### src/rtl/gtmr_pkg.sv
// Package: shared register selects and decode for the global timer.
// Assumes word-indexed addressing with a 3-bit index.
package gtmr_pkg;

    typedef enum logic [2:0] {
        SEL_CNT_LO = 3'd0,
        SEL_CNT_HI = 3'd1,
        SEL_CTRL   = 3'd2,
        SEL_STAT   = 3'd3,
        SEL_CMP_LO = 3'd4,
        SEL_CMP_HI = 3'd5,
        SEL_STEP   = 3'd6,
        SEL_NONE   = 3'd7
    } reg_sel_e;

    // Map a word index to a register select.
    function automatic reg_sel_e decode_sel(input logic [2:0] idx);
        case (idx)
            3'd0:    return SEL_CNT_LO;
            3'd1:    return SEL_CNT_HI;
            3'd2:    return SEL_CTRL;
            3'd3:    return SEL_STAT;
            3'd4:    return SEL_CMP_LO;
            3'd5:    return SEL_CMP_HI;
            3'd6:    return SEL_STEP;
            default: return SEL_NONE;
        endcase
    endfunction

endpackage

### src/rtl/gtmr_ctrl.sv
// Control register: prescale, periodic mode, interrupt enable,
// compare enable and run. Assumes the caller qualifies the write
// strobe with the address decode. Unused bits are not stored.
module gtmr_ctrl #(
    parameter int BUS_W   = 32,
    parameter int PRESC_W = 8
) (
    input  logic               clk,
    input  logic               rst_n,
    input  logic               wr,
    input  logic [PRESC_W-1:0] wr_presc,
    input  logic [3:0]         wr_flags,
    output logic [PRESC_W-1:0] presc,
    output logic               auto_inc,
    output logic               irq_en,
    output logic               cmp_en,
    output logic               run,
    output logic [BUS_W-1:0]   rd_word
);
    localparam int PAD_W = BUS_W - PRESC_W - 8;

    // Store the writable fields of the control word.
    always_ff @(posedge clk) begin
        if (!rst_n) begin
            presc    <= '0;
            auto_inc <= 1'b0;
            irq_en   <= 1'b0;
            cmp_en   <= 1'b0;
            run      <= 1'b0;
        end else if (wr) begin
            presc    <= wr_presc;
            auto_inc <= wr_flags[3];
            irq_en   <= wr_flags[2];
            cmp_en   <= wr_flags[1];
            run      <= wr_flags[0];
        end
    end

    // Rebuild the control word for reads, unused bits as zero.
    always_comb begin
        rd_word = {{PAD_W{1'b0}}, presc, 4'b0000, auto_inc, irq_en, cmp_en, run};
    end

endmodule

### src/rtl/gtmr_prescaler.sv
// Prescaler: produces one tick every (presc + 1) cycles while run is set.
// Held at zero while stopped, so it restarts whenever run rises.
// A ">=" test keeps it safe when presc is lowered mid-count.
module gtmr_prescaler #(
    parameter int PRESC_W = 8
) (
    input  logic               clk,
    input  logic               rst_n,
    input  logic               run,
    input  logic [PRESC_W-1:0] presc,
    output logic               tick
);
    logic [PRESC_W-1:0] pcnt;

    // Tick when the divider has reached the prescale value.
    always_comb begin
        tick = run && (pcnt >= presc);
    end

    // Advance the divider, clearing it on a tick or while stopped.
    always_ff @(posedge clk) begin
        if (!rst_n) begin
            pcnt <= '0;
        end else if (!run || tick) begin
            pcnt <= '0;
        end else begin
            pcnt <= pcnt + 1'b1;
        end
    end

endmodule

### src/rtl/gtmr_counter.sv
// Wide up-counter built from NHALF bus-width words. A write to a word
// replaces that word and wins over a count. The count is one full-width
// add, so a carry crosses words on the same edge.
module gtmr_counter #(
    parameter int HALF_W = 32,
    parameter int NHALF  = 2
) (
    input  logic                     clk,
    input  logic                     rst_n,
    input  logic                     tick,
    input  logic [NHALF-1:0]         wr_half,
    input  logic [HALF_W-1:0]        wdata,
    output logic [NHALF*HALF_W-1:0]  cnt
);
    localparam int CNT_W = NHALF * HALF_W;

    logic [CNT_W-1:0] cnt_next;

    // Full-width increment on a tick.
    always_comb begin
        cnt_next = tick ? cnt + {{(CNT_W-1){1'b0}}, 1'b1} : cnt;
    end

    for (genvar g = 0; g < NHALF; g++) begin : g_half
        // Load one word from the bus or take the incremented value.
        always_ff @(posedge clk) begin
            if (!rst_n) begin
                cnt[g*HALF_W +: HALF_W] <= '0;
            end else if (wr_half[g]) begin
                cnt[g*HALF_W +: HALF_W] <= wdata;
            end else begin
                cnt[g*HALF_W +: HALF_W] <= cnt_next[g*HALF_W +: HALF_W];
            end
        end
    end

endmodule

### src/rtl/gtmr_comparator.sv
// Comparator, step register, event flag and interrupt register.
// An event needs compare enable, an armed comparator and cnt >= cmp.
// A comparator write arms it. A one-shot event disarms it. A periodic
// event adds the step. Assumes write strobes are already decoded.
module gtmr_comparator #(
    parameter int HALF_W = 32,
    parameter int NHALF  = 2
) (
    input  logic                     clk,
    input  logic                     rst_n,
    input  logic [NHALF*HALF_W-1:0]  cnt,
    input  logic                     cmp_en,
    input  logic                     auto_inc,
    input  logic                     irq_en,
    input  logic [NHALF-1:0]         wr_cmp,
    input  logic                     wr_step,
    input  logic                     clr_flag,
    input  logic [HALF_W-1:0]        wdata,
    output logic [NHALF*HALF_W-1:0]  cmp,
    output logic [HALF_W-1:0]        step,
    output logic                     flag,
    output logic                     fire,
    output logic                     irq_q
);
    localparam int CMP_W = NHALF * HALF_W;

    logic             armed;
    logic             add_ok;
    logic [CMP_W-1:0] cmp_sum;

    // Detect an event and decide whether the comparator advances.
    always_comb begin
        fire    = cmp_en && armed && (cnt >= cmp);
        add_ok  = fire && auto_inc && !(|wr_cmp);
        cmp_sum = cmp + {{(CMP_W-HALF_W){1'b0}}, step};
    end

    for (genvar g = 0; g < NHALF; g++) begin : g_cmp
        // Load a comparator word from the bus or advance it by the step.
        always_ff @(posedge clk) begin
            if (!rst_n) begin
                cmp[g*HALF_W +: HALF_W] <= '0;
            end else if (wr_cmp[g]) begin
                cmp[g*HALF_W +: HALF_W] <= wdata;
            end else if (add_ok) begin
                cmp[g*HALF_W +: HALF_W] <= cmp_sum[g*HALF_W +: HALF_W];
            end
        end
    end

    // Hold the step value written by software.
    always_ff @(posedge clk) begin
        if (!rst_n) begin
            step <= '0;
        end else if (wr_step) begin
            step <= wdata;
        end
    end

    // Arm on a comparator write, disarm after a one-shot event.
    always_ff @(posedge clk) begin
        if (!rst_n) begin
            armed <= 1'b0;
        end else if (|wr_cmp) begin
            armed <= 1'b1;
        end else if (fire && !auto_inc) begin
            armed <= 1'b0;
        end
    end

    // Sticky flag: an event sets it, a clear resets it, the event wins.
    always_ff @(posedge clk) begin
        if (!rst_n) begin
            flag <= 1'b0;
        end else if (fire) begin
            flag <= 1'b1;
        end else if (clr_flag) begin
            flag <= 1'b0;
        end
    end

    // Registered interrupt request.
    always_ff @(posedge clk) begin
        if (!rst_n) begin
            irq_q <= 1'b0;
        end else begin
            irq_q <= flag && irq_en;
        end
    end

endmodule

### src/rtl/gtmr_top.sv
// Global timer top: word-indexed register decode, read mux, and the
// prescaler, counter, control and comparator units. Assumes single-cycle
// read and write strobes that never overlap.
module gtmr_top
    import gtmr_pkg::*;
#(
    parameter int BUS_W   = 32,
    parameter int PRESC_W = 8,
    parameter int IDX_W   = 3
) (
    input  logic             clk,
    input  logic             rst_n,
    input  logic [IDX_W-1:0] bus_addr,
    input  logic             bus_wr,
    input  logic [BUS_W-1:0] bus_wdata,
    input  logic             bus_rd,
    output logic [BUS_W-1:0] bus_rdata,
    output logic             irq_o
);
    localparam int NHALF = 2;
    localparam int CNT_W = NHALF * BUS_W;

    reg_sel_e           sel;
    logic               wr_ctrl;
    logic               wr_step;
    logic               clr_flag;
    logic [NHALF-1:0]   wr_cnt;
    logic [NHALF-1:0]   wr_cmp;
    logic [PRESC_W-1:0] presc;
    logic               auto_inc;
    logic               irq_en;
    logic               cmp_en;
    logic               run;
    logic [BUS_W-1:0]   ctrl_word;
    logic               tick;
    logic [CNT_W-1:0]   cnt;
    logic [CNT_W-1:0]   cmp;
    logic [BUS_W-1:0]   step;
    logic               flag;
    logic               fire;
    logic [BUS_W-1:0]   rd_mux;

    // Decode the word index into per-register write strobes.
    always_comb begin
        sel       = decode_sel(bus_addr);
        wr_ctrl   = bus_wr && (sel == SEL_CTRL);
        wr_step   = bus_wr && (sel == SEL_STEP);
        clr_flag  = bus_wr && (sel == SEL_STAT) && bus_wdata[0];
        wr_cnt[0] = bus_wr && (sel == SEL_CNT_LO);
        wr_cnt[1] = bus_wr && (sel == SEL_CNT_HI);
        wr_cmp[0] = bus_wr && (sel == SEL_CMP_LO);
        wr_cmp[1] = bus_wr && (sel == SEL_CMP_HI);
    end

    gtmr_ctrl #(
        .BUS_W   (BUS_W),
        .PRESC_W (PRESC_W)
    ) u_ctrl (
        .clk      (clk),
        .rst_n    (rst_n),
        .wr       (wr_ctrl),
        .wr_presc (bus_wdata[8 +: PRESC_W]),
        .wr_flags (bus_wdata[3:0]),
        .presc    (presc),
        .auto_inc (auto_inc),
        .irq_en   (irq_en),
        .cmp_en   (cmp_en),
        .run      (run),
        .rd_word  (ctrl_word)
    );

    gtmr_prescaler #(
        .PRESC_W (PRESC_W)
    ) u_presc (
        .clk   (clk),
        .rst_n (rst_n),
        .run   (run),
        .presc (presc),
        .tick  (tick)
    );

    gtmr_counter #(
        .HALF_W (BUS_W),
        .NHALF  (NHALF)
    ) u_cnt (
        .clk     (clk),
        .rst_n   (rst_n),
        .tick    (tick),
        .wr_half (wr_cnt),
        .wdata   (bus_wdata),
        .cnt     (cnt)
    );

    gtmr_comparator #(
        .HALF_W (BUS_W),
        .NHALF  (NHALF)
    ) u_cmp (
        .clk      (clk),
        .rst_n    (rst_n),
        .cnt      (cnt),
        .cmp_en   (cmp_en),
        .auto_inc (auto_inc),
        .irq_en   (irq_en),
        .wr_cmp   (wr_cmp),
        .wr_step  (wr_step),
        .clr_flag (clr_flag),
        .wdata    (bus_wdata),
        .cmp      (cmp),
        .step     (step),
        .flag     (flag),
        .fire     (fire),
        .irq_q    (irq_o)
    );

    // Select the addressed word; unmapped indices give zero.
    always_comb begin
        case (sel)
            SEL_CNT_LO: rd_mux = cnt[BUS_W-1:0];
            SEL_CNT_HI: rd_mux = cnt[CNT_W-1:BUS_W];
            SEL_CTRL:   rd_mux = ctrl_word;
            SEL_STAT:   rd_mux = {{(BUS_W-1){1'b0}}, flag};
            SEL_CMP_LO: rd_mux = cmp[BUS_W-1:0];
            SEL_CMP_HI: rd_mux = cmp[CNT_W-1:BUS_W];
            SEL_STEP:   rd_mux = step;
            default:    rd_mux = '0;
        endcase
    end

    // Register read data on each read strobe.
    always_ff @(posedge clk) begin
        if (!rst_n) begin
            bus_rdata <= '0;
        end else if (bus_rd) begin
            bus_rdata <= rd_mux;
        end
    end

endmodule

### config.mk
export PLATFORM = sky130hd
export DESIGN_NAME = gtmr_top
export DESIGN_NICKNAME = d
export VERILOG_FILES = /design/src/rtl/gtmr_pkg.sv /design/src/rtl/gtmr_ctrl.sv /design/src/rtl/gtmr_prescaler.sv /design/src/rtl/gtmr_counter.sv /design/src/rtl/gtmr_comparator.sv /design/src/rtl/gtmr_top.sv
export SDC_FILE = /design/constraint.sdc
export NUM_CORES = 1
export LEC_CHECK = 0
export BUFFER_PORTS_ARGS = -buffer_cell sky130_fd_sc_hd__buf_2
export CAP_MARGIN = 20
export CORE_ASPECT_RATIO = 0.8
export CORE_MARGIN = 2
export CORE_UTILIZATION = 65
export CTS_CLUSTER_SIZE = 20
export DETAILED_ROUTE_END_ITERATION = 6
export PLACE_DENSITY_LB_ADDON = 0.2
export SETUP_SLACK_MARGIN = 0.4
export SLEW_MARGIN = 20
export SYNTH_ARGS = -nofsm -noshare
export SYNTH_HDL_FRONTEND = slang
export SYNTH_SLANG_ARGS = --single-unit
### constraint.sdc
create_clock -name clk -period 8.7 [get_ports clk]
set_input_delay 0.435 -clock clk [delete_from_list [all_inputs] [get_ports clk]]
set_output_delay 0.435 -clock clk [all_outputs]
set_load 0.02 [all_outputs]
# == Word level (Yosys, flattened, before mapping) ==
# Cells that the tools add are included.
# op_classes
reduce_logical,29
n_bitwise,1
addsub,3
muxes,13
n_lt_le_gt_ge,2
eq_ne,12
# op_table
op,n
32-bit one-hot mux with 7 select lines,1
32-bit 2-to-1 mux,6
64-bit by 1-bit adder with 64-bit output (second input constant),1
64-bit by 32-bit adder with 64-bit output,1
64-bit >= comparator,1
64-bit 2-to-1 mux,1
3-bit one-hot mux with 7 select lines,1
3-bit equality test (second input constant),6
1-bit logical AND,15
3-bit by 2-bit equality test with 1-bit output (second input constant),4
2-bit nonzero test,6
8-bit by 1-bit adder with 8-bit output (second input constant),1
8-bit >= comparator,1
3-bit by 1-bit equality test with 1-bit output (second input constant),2
3-bit logical NOT,2
1-bit 2-to-1 mux,4
2-bit OR reduction,2
1-bit logical NOT,3
1-bit logical OR,1
1-bit NOT,1
# word_totals
ff_bits,215
word_cells,75
out_inout_bits,33
inputBits,39

# == Depth between registers and ports, before layout ==
# Gate-level depths: netlist of run 1.
# logic_depth
ltp_word,9
mapped_depth,15
ltp_nobuf,12

# == Hierarchy ==
# From an unflattened synthesis of run 1, not the netlist that was laid out.
# unflattened
cells_unflattened,1935
area_unflattened_um2,15795.1
# modules_own_cells
module,seq_area_each_um2,cells_per_inst,area_per_inst_um2,instances
gtmr_comparator,1981.9,970,7830.0,1
gtmr_counter,1281.2,486,3812.4,1
gtmr_top,640.6,349,2932.8,1
gtmr_ctrl,240.2,71,694.4,1
gtmr_prescaler,160.2,59,525.5,1

# == Least setup slack after synthesis of run 1 ==
# Ideal clock, no wire load.
# synth_path
kind,reg-to-reg
from,register u_cmp.cmp[0]
to,register u_cmp.cmp[54]
period_less_slack_ns,3.014
t_arrival_ns,2.940
setup_slack_ns,5.686
stages_incl_launch_ff,14
setup_time_ns,0.074
path_buffers,1
t_required_ns,8.626
path_cell_list,dfxtp_1 > ha_1 > inv_1 > fa_1 > nand2b_1 > a21oi_1 > o2111ai_1 > nand3_1 > a31oi_1 > a21oi_1 > nand4_2 > buf_2 > or4_1 > a31oi_1
# synth_via
elab_chain_len,5
word_cells_on_any_way,8
cone_classes,add/sub: 1; order compare: 1; mux: 2; reduce/logical: 4
# synth_rtl
element,line,text
from (decl),gtmr_comparator.sv:19,"output logic [NHALF*HALF_W-1:0] cmp,"
"from (signal, indexed assignment)",gtmr_comparator.sv:44,cmp[g*HALF_W +: HALF_W] <= wdata;
"from (signal, indexed assignment)",gtmr_comparator.sv:46,cmp[g*HALF_W +: HALF_W] <= cmp_sum[g*HALF_W +: HALF_W];
64-bit >= comparator,gtmr_comparator.sv:33,fire = cmp_en && armed && (cnt >= cmp);
1-bit logical AND,gtmr_comparator.sv:33,
1-bit logical AND (2 in series),gtmr_comparator.sv:34,add_ok = fire && auto_inc && !(|wr_cmp);
2-bit nonzero test (no source line),--,
# Parallel ways exist; a longest one is shown, timed or not. The select of a mux whose other input is x is not followed.
# A chain may end at the register's enable or synchronous reset.

# == Worst setup path after layout of run 1 ==
# layout_path
from,register u_cmp.cmp[53]
to,register u_cmp.cmp[35]
# layout_via
elab_chain_len,5
# layout_rtl
element,line
64-bit >= comparator,gtmr_comparator.sv:33
1-bit logical AND,gtmr_comparator.sv:33
1-bit logical AND (2 in series),gtmr_comparator.sv:34
2-bit nonzero test (no source line),--
# No other way between the ends.

==> results of run 1 <==
logic make-up after synthesis:
group | count (synthesis) | share of synthesized area [%]
flip-flops | 215 | 29.5
AND/OR/NAND/NOR | 685 | 22.5
buffers and inverters | 217 | 5.72
AO/OA/AOI/OAI | 577 | 23.9
adder cells (fa/ha/maj) | 107 | 9.23
multiplexers | 35 | 3.40
XOR/XNOR | 96 | 5.76
layout by cell type, fill, tap and decap left out, types with 9 or more instances in the layout:
cell type	synthesis	layout
a211oi_1	15	15
a21o_1	22	22
a21oi_1	256	256
a22o_1	13	13
a22oi_1	35	35
a31oi_1	28	28
and3_1	26	25
buf_2	12	71
buf_4	1	13
clkbuf_16	0	25
dfxtp_1	215	215
ha_1	106	106
inv_1	96	95
mux2i_1	18	18
mux4_2	11	11
nand2_1	242	239
nand2b_1	19	19
nand3_1	95	95
nand4_1	39	39
nor2_1	162	160
nor2b_1	10	10
nor3_1	19	19
o21a_1	14	14
o21ai_0	112	112
o311ai_0	9	9
o31ai_1	11	11
or3_1	10	10
or4_1	14	14
xnor2_1	62	62
xor2_1	34	34
stage by stage:
step,power (mW),instances,hold slack (ps)
global placement,1.33,2201,464
finish,2.43,2245,208
floorplan,1.23,1932,442
CTS,2.40,2245,204
global route,2.48,2245,214
detailed placement,1.34,2201,465
sequential cells by signal, indices dropped and copies added, names as in the netlist:
signal and cells:
u_ctrl.presc 8, u_ctrl.run 1, u_cmp.irq_q 1, bus_rdata 32, u_presc.pcnt 8, u_cmp.cmp 64
u_ctrl.cmp_en 1, u_cmp.armed 1, u_cnt.cnt 64, u_ctrl.auto_inc 1, u_ctrl.irq_en 1, u_cmp.flag 1
u_cmp.step 32
area by class of cell:
type	count	area, um^2
clock buffer	36	707
sequential	215	4300
inverter	96	363
timing repair buffer	84	453
fill	1841	6440
tap	306	383
multi-input combinational	1500	9480
clock inverter	8	121
metal layers:
layer	vias up	GRT usage [%]	part of all wire, %
met1	7186	62.3	39
met5	-	0	0
li1	6909	-	-
met2	1136	61.8	40
met4	0	17.3	4.8
met3	220	12.5	15
path summary, 6_finish.rpt:
path | to | slack, ps | start | cells after the start
setup / recovery | u_cmp.cmp[35] | 4490 | u_cmp.cmp[53] | 11
setup reg to reg | u_cmp.cmp[35] | 4490 | u_cmp.cmp[53] | 11
hold / removal | u_cmp.step[27] | 210 | bus_wdata[27] | 3
hold reg to reg | u_cmp.step[30] | 480 | u_cmp.step[30] | 2
critical path, stage by stage, from the launching register on:
cell,delay [ps]
dfxtp_1,440
inv_1,80
ha_1,300
nand4_1,230
nor4_2,430
nand4_1,260
a211oi_1,260
o31ai_1,180
a21oi_4,260
and2_2,960
mux2_2,410
o311ai_0,270
where the power goes:
| group | internal [mW] | switching (mW) | total, mW | leakage (nW) |
|---|---|---|---|---|
| Clock | 0.650 | 0.439 | 1.09 | 0.404 |
| Sequential | 1.01 | 0.0369 | 1.05 | 1.74 |
| Combinational | 0.0923 | 0.198 | 0.290 | 3.72 |
| Total | 1.75 | 0.674 | 2.43 | 5.87 |
==> run_results.csv, run 1 <==
group,metric,value,unit
outcome,violations,"DRC",
sta,clock.fmax,238,MHz
global_routing,grtUsageTotal,43.6,%
sta,postLayoutSetupSlackWorst,4490,ps
synth,synth.avg_cell_area,7.55,um^2
synth,ys_ff_latch,215,
global_routing,grt_remaining_overflow,0,
clock_network,htreeDepth,1,
final_layout,layout.nets,2067,
clock_network,clk_pin_slew_worst_paths,70,ps
placed_design,gpl.final_weighted_congestion,1.00,
worst_setup_path,cp_max_fo,48,
final_layout,fin_area,15800,um^2
synth,synth-seq-area-share,29.5,%
synth,yosys-top-cells-count,"256 x a21oi_1, 242 x nand2_1, 215 x dfxtp_1",
power,vdd_drop_max,0.147,mV
drt,first_pass_iters,7,
drt,wirelength,52.5,mm
sta,slew_viol_final,0,
synth,synthCells,1932,
synth,synth_top_area_share,29.5,%
synth,synth_area_leader_cell,"dfxtp_1",
drt,dr.first_iter.drc_count,2310,
placed_design,dp_slack,4440,ps
worst_setup_path,endpoint_kind,"flip-flop",
clock_network,clockRootBuffer,"clkbuf_16",
die,die_area,23700,um^2
synth,yosysMostFrequentCell,"a21oi_1",
global_routing,grt_max_degree,91,
die,die-width,172,um
die,placementRows,49,
synth,ys_top_cells_by_area,"dfxtp_1 30%, ha_1 9.1%, a21oi_1 8.8%",
die,die_h,138,um
clock_network,clkLatencyLatePin,540,ps
final_layout,area_delta_synth_final,8.38,%
drt,drt-wirelength-per-cell,23.4,um
synth,ys.flop_type,"dfxtp_1",
synth,synth_edf_count,0,
sta,setup_viol,0,
placed_design,post_dp_cell_area,15000,um^2
die,ios,72,
sta,hold_violations,0,
synth,synthDistinctLibCells,81,
placed_design,portBuffers,71,
drt,drc_errors,2,
clock_network,cts_setup_buffers,0,
sta,worstMarginPinSlew,1150,ps
global_routing,antenna_found_initial,0,
worst_setup_path,crit_path_start_kind,"flip-flop",
sta,post-route-period-util,48.4,%
sta,slew_headroom,22.9,%
global_routing,grt_pass1_vias,14159,
drt,num_vias,15451,
worst_setup_path,worstSetupPathType,"reg -> reg",
clock_network,postCtsHoldBufs,0,
sta,period_needed,4210,ps
clock_network,cts_resized,0,
final_layout,utilization,71.0,%
min_path,hold_path.class,"in -> reg",
synth,syn_area,14600,um^2
flow_run,maxCapViolations,0,
final_layout,drive_gt1_share,8.72,%
clock_network,cts_tree,"done",
sta,rsz0062_at_grt,"false",
die,start_util,65.6,%
synth,syn-num-nets,2078,
sta,skew,11.4,ps
final_layout,n_antenna_cell,0,
power,p_leak,5.87,nW
global_routing,grt_pass1_wl,80.7,mm
clock_network,numCtsBuffers,24,
drt,ant_nets,0,
worst_setup_path,cp_data_arrival_time,4630,ps
worst_setup_path,crit_required,9130,ps
clock_network,ctsLongestPathBuffers,3,
outcome,status,"finished, violations left",
placed_design,post-dp-hpwl,37.0,mm
synth,async_flop_share,0,%
sta,tns,0,ps
die,coreArea,22300,um^2
clock_network,cts_sinks,215,
synth,yosys_warnings,0,
power,power_density,153,nW/um^2
drt,viasPerCell,6.88,
(Power assumes the default switching activity.)
==> run 2, diff against run 1 <==
--- a/config.mk
+++ b/config.mk
@@ -9,7 +9,7 @@
 export CAP_MARGIN = 20
 export CORE_ASPECT_RATIO = 0.8
 export CORE_MARGIN = 2
-export CORE_UTILIZATION = 65
+export CORE_UTILIZATION = 63
 export CTS_CLUSTER_SIZE = 20
 export DETAILED_ROUTE_END_ITERATION = 6
 export PLACE_DENSITY_LB_ADDON = 0.2
==> constraint.sdc (replaced) <==
create_clock -name clk -period 4 [get_ports clk]
set_input_delay 0.2 -clock clk [delete_from_list [all_inputs] [get_ports clk]]
set_output_delay 0.2 -clock clk [all_outputs]
set_load 0.02 [all_outputs]
==> run_results.csv, run 2 (synthesis gave the netlist of run 1 again) <==
group,metric,value,unit
outcome,status,"finished, final reports clean",
die,coreArea,22600,um^2
sta,period_needed,3600,ps
sta,post-route-period-util,90.0,%
worst_setup_path,r2r_slack,400,ps
worst_setup_path,cp_data_arrival_time,4040,ps
die,placementRows,49,
sta,rsz0062_at_grt,"true",
final_layout,layout_common_cells,"254 x a21oi_1, 239 x nand2_1, 198 x dfxtp_1",
global_routing,grt_pass1_vias,14522,
sta,setup_viol,0,
sta,slew_viol_final,0,
global_routing,grt_max_degree,63,
placed_design,dp_slack,264,ps
worst_setup_path,reg2reg_from,"u_cmp.cmp[58]",
power,finalPower,5.61,mW
min_path,hold_path.class,"in -> reg",
global_routing,antenna_found_initial,4,
drt,drc_errors,0,
sta,worstMarginPinSlew,1140,ps
worst_setup_path,reg2regPathDepth,12,
global_routing,grtUsageTotal,45.2,%
drt,ant_nets,0,
final_layout,layout.nets,2136,
worst_setup_path,crit_required,4440,ps
die,die-width,174,um
power,vdd_drop_max,0.320,mV
min_path,worstHoldEndpoint,"u_cmp.step[1]",
sta,postLayoutSetupSlackWorst,401,ps
worst_setup_path,cp-startpoint,"u_cmp.cmp[58]",
clock_network,numCtsBuffers,24,
drt,drt-wirelength-per-cell,24.5,um
power,p_leak,6.27,nW
worst_setup_path,cp_max_fo,6,
die,die_h,140,um
sta,slew_headroom,23.7,%
die,die_area,24400,um^2
sta,skew,14.2,ps
sta,tns,0,ps
die,ios,72,
die,start_util,64.5,%
global_routing,grt_pass1_wl,85.3,mm
final_layout,final_common_cell,"a21oi_1",
clock_network,clockRootBuffer,"clkbuf_16",
worst_setup_path,endpoint_kind,"flip-flop",
power,power_density,335,nW/um^2
worst_setup_path,rr_endpoint,"u_cmp.cmp[62]",
sta,hold_violations,0,
final_layout,area_delta_synth_final,14.8,%
clock_network,ctsLongestPathBuffers,3,
final_layout,reg_top3,"u_cmp.cmp x64, u_cnt.cnt x64",
clock_network,htreeDepth,1,
placed_design,portBuffers,71,
min_path,min_from,"bus_wdata[1]",
final_layout,utilization,74.0,%
drt,wirelength,56.8,mm
drt,first_pass_iters,7,
sta,timing.hold.ws,6.55,ps
flow_run,maxCapViolations,0,
min_path,hold_depth,3,
drt,viasPerCell,6.86,
global_routing,grt_remaining_overflow,0,
drt,num_vias,15895,
final_layout,drive_gt1_share,13.0,%
placed_design,gpl.final_weighted_congestion,1.03,
clock_network,clkLatencyLatePin,540,ps
clock_network,clk_pin_slew_worst_paths,70,ps
clock_network,cts_sinks,215,
sta,clock.fmax,278,MHz
placed_design,post-dp-hpwl,40.5,mm
worst_setup_path,worstSetupPathType,"reg -> reg",
clock_network,cts_tree,"done",
drt,dr.first_iter.drc_count,2718,
worst_setup_path,crit_path_start_kind,"flip-flop",
==> run 2: final cells by class <==
cell class / instances / area [um^2]
clock buffer: 36 / 727
multi-input combinational: 1500 / 9680
antenna: 2 / 5.00
timing repair buffer: 153 / 1060
tap: 306 / 383
clock inverter: 8 / 190
fill: 1805 / 5870
sequential: 215 / 4340
inverter: 96 / 363
==> run 2: what timing repair did <==
action | CTS | global route
resized for setup | 7 | 53
endpoints found under the setup margin | 40 | 44
hold endpoints to repair | 24 | 0
cloned | 0 | 1
pin swaps | 2 | 15
setup buffers | 1 | 18
hold buffers | 18 | 0
==> run 2: power breakdown <==
group / internal (mW) / leakage (nW) / total, mW / switching [mW]
Sequential: 2.19 / 1.75 / 2.27 / 0.0754
Clock: 1.64 / 0.450 / 2.62 / 0.981
Combinational: 0.247 / 4.07 / 0.724 / 0.476
Total: 4.08 / 6.27 / 5.61 / 1.53
==> run 2: metrics by stage <==
| step | instances | area [um^2] |
|---|---|---|
| floorplan | 1932 | 14600 |
| global placement | 2232 | 15200 |
| detailed placement | 2232 | 15200 |
| CTS | 2295 | 16400 |
| global route | 2314 | 16700 |
| finish | 2316 | 16700 |
==> run 2: how the worst max path moves through the flow <==
stage          depth (start not counted)  slack, ps            end
5_1_grt                               12        310  u_cmp.cmp[52]
4_1_cts                               13        400  u_cmp.cmp[52]
3_5_place_dp                          12        260  u_cmp.cmp[45]
3_3_place_gp                          12        290  u_cmp.cmp[45]
2_1_floorplan                         13        990  u_cmp.cmp[54]
6_report                              12        400  u_cmp.cmp[62]
==> run 2: worst max-delay path, cell delays in order, from the launching register on <==
cell and delay (ps):
dfxtp_2 350, inv_2 70, ha_4 270, nand4_1 230
nor4_4 400, nand4_1 290, a211oi_2 350, o31ai_4 180
a21oi_4 300, nand4_4 180, buf_6 160, or4_1 490
a31oi_1 230
==> run 2: per-layer routing <==
| layer | global-route usage, % | share of wire (%) |
|---|---|---|
| met1 | 64.8 | 40 |
| met2 | 61.9 | 39 |
| met3 | 14.5 | 16 |
| met4 | 19.3 | 5.0 |
| met5 | 0 | 0.062 |
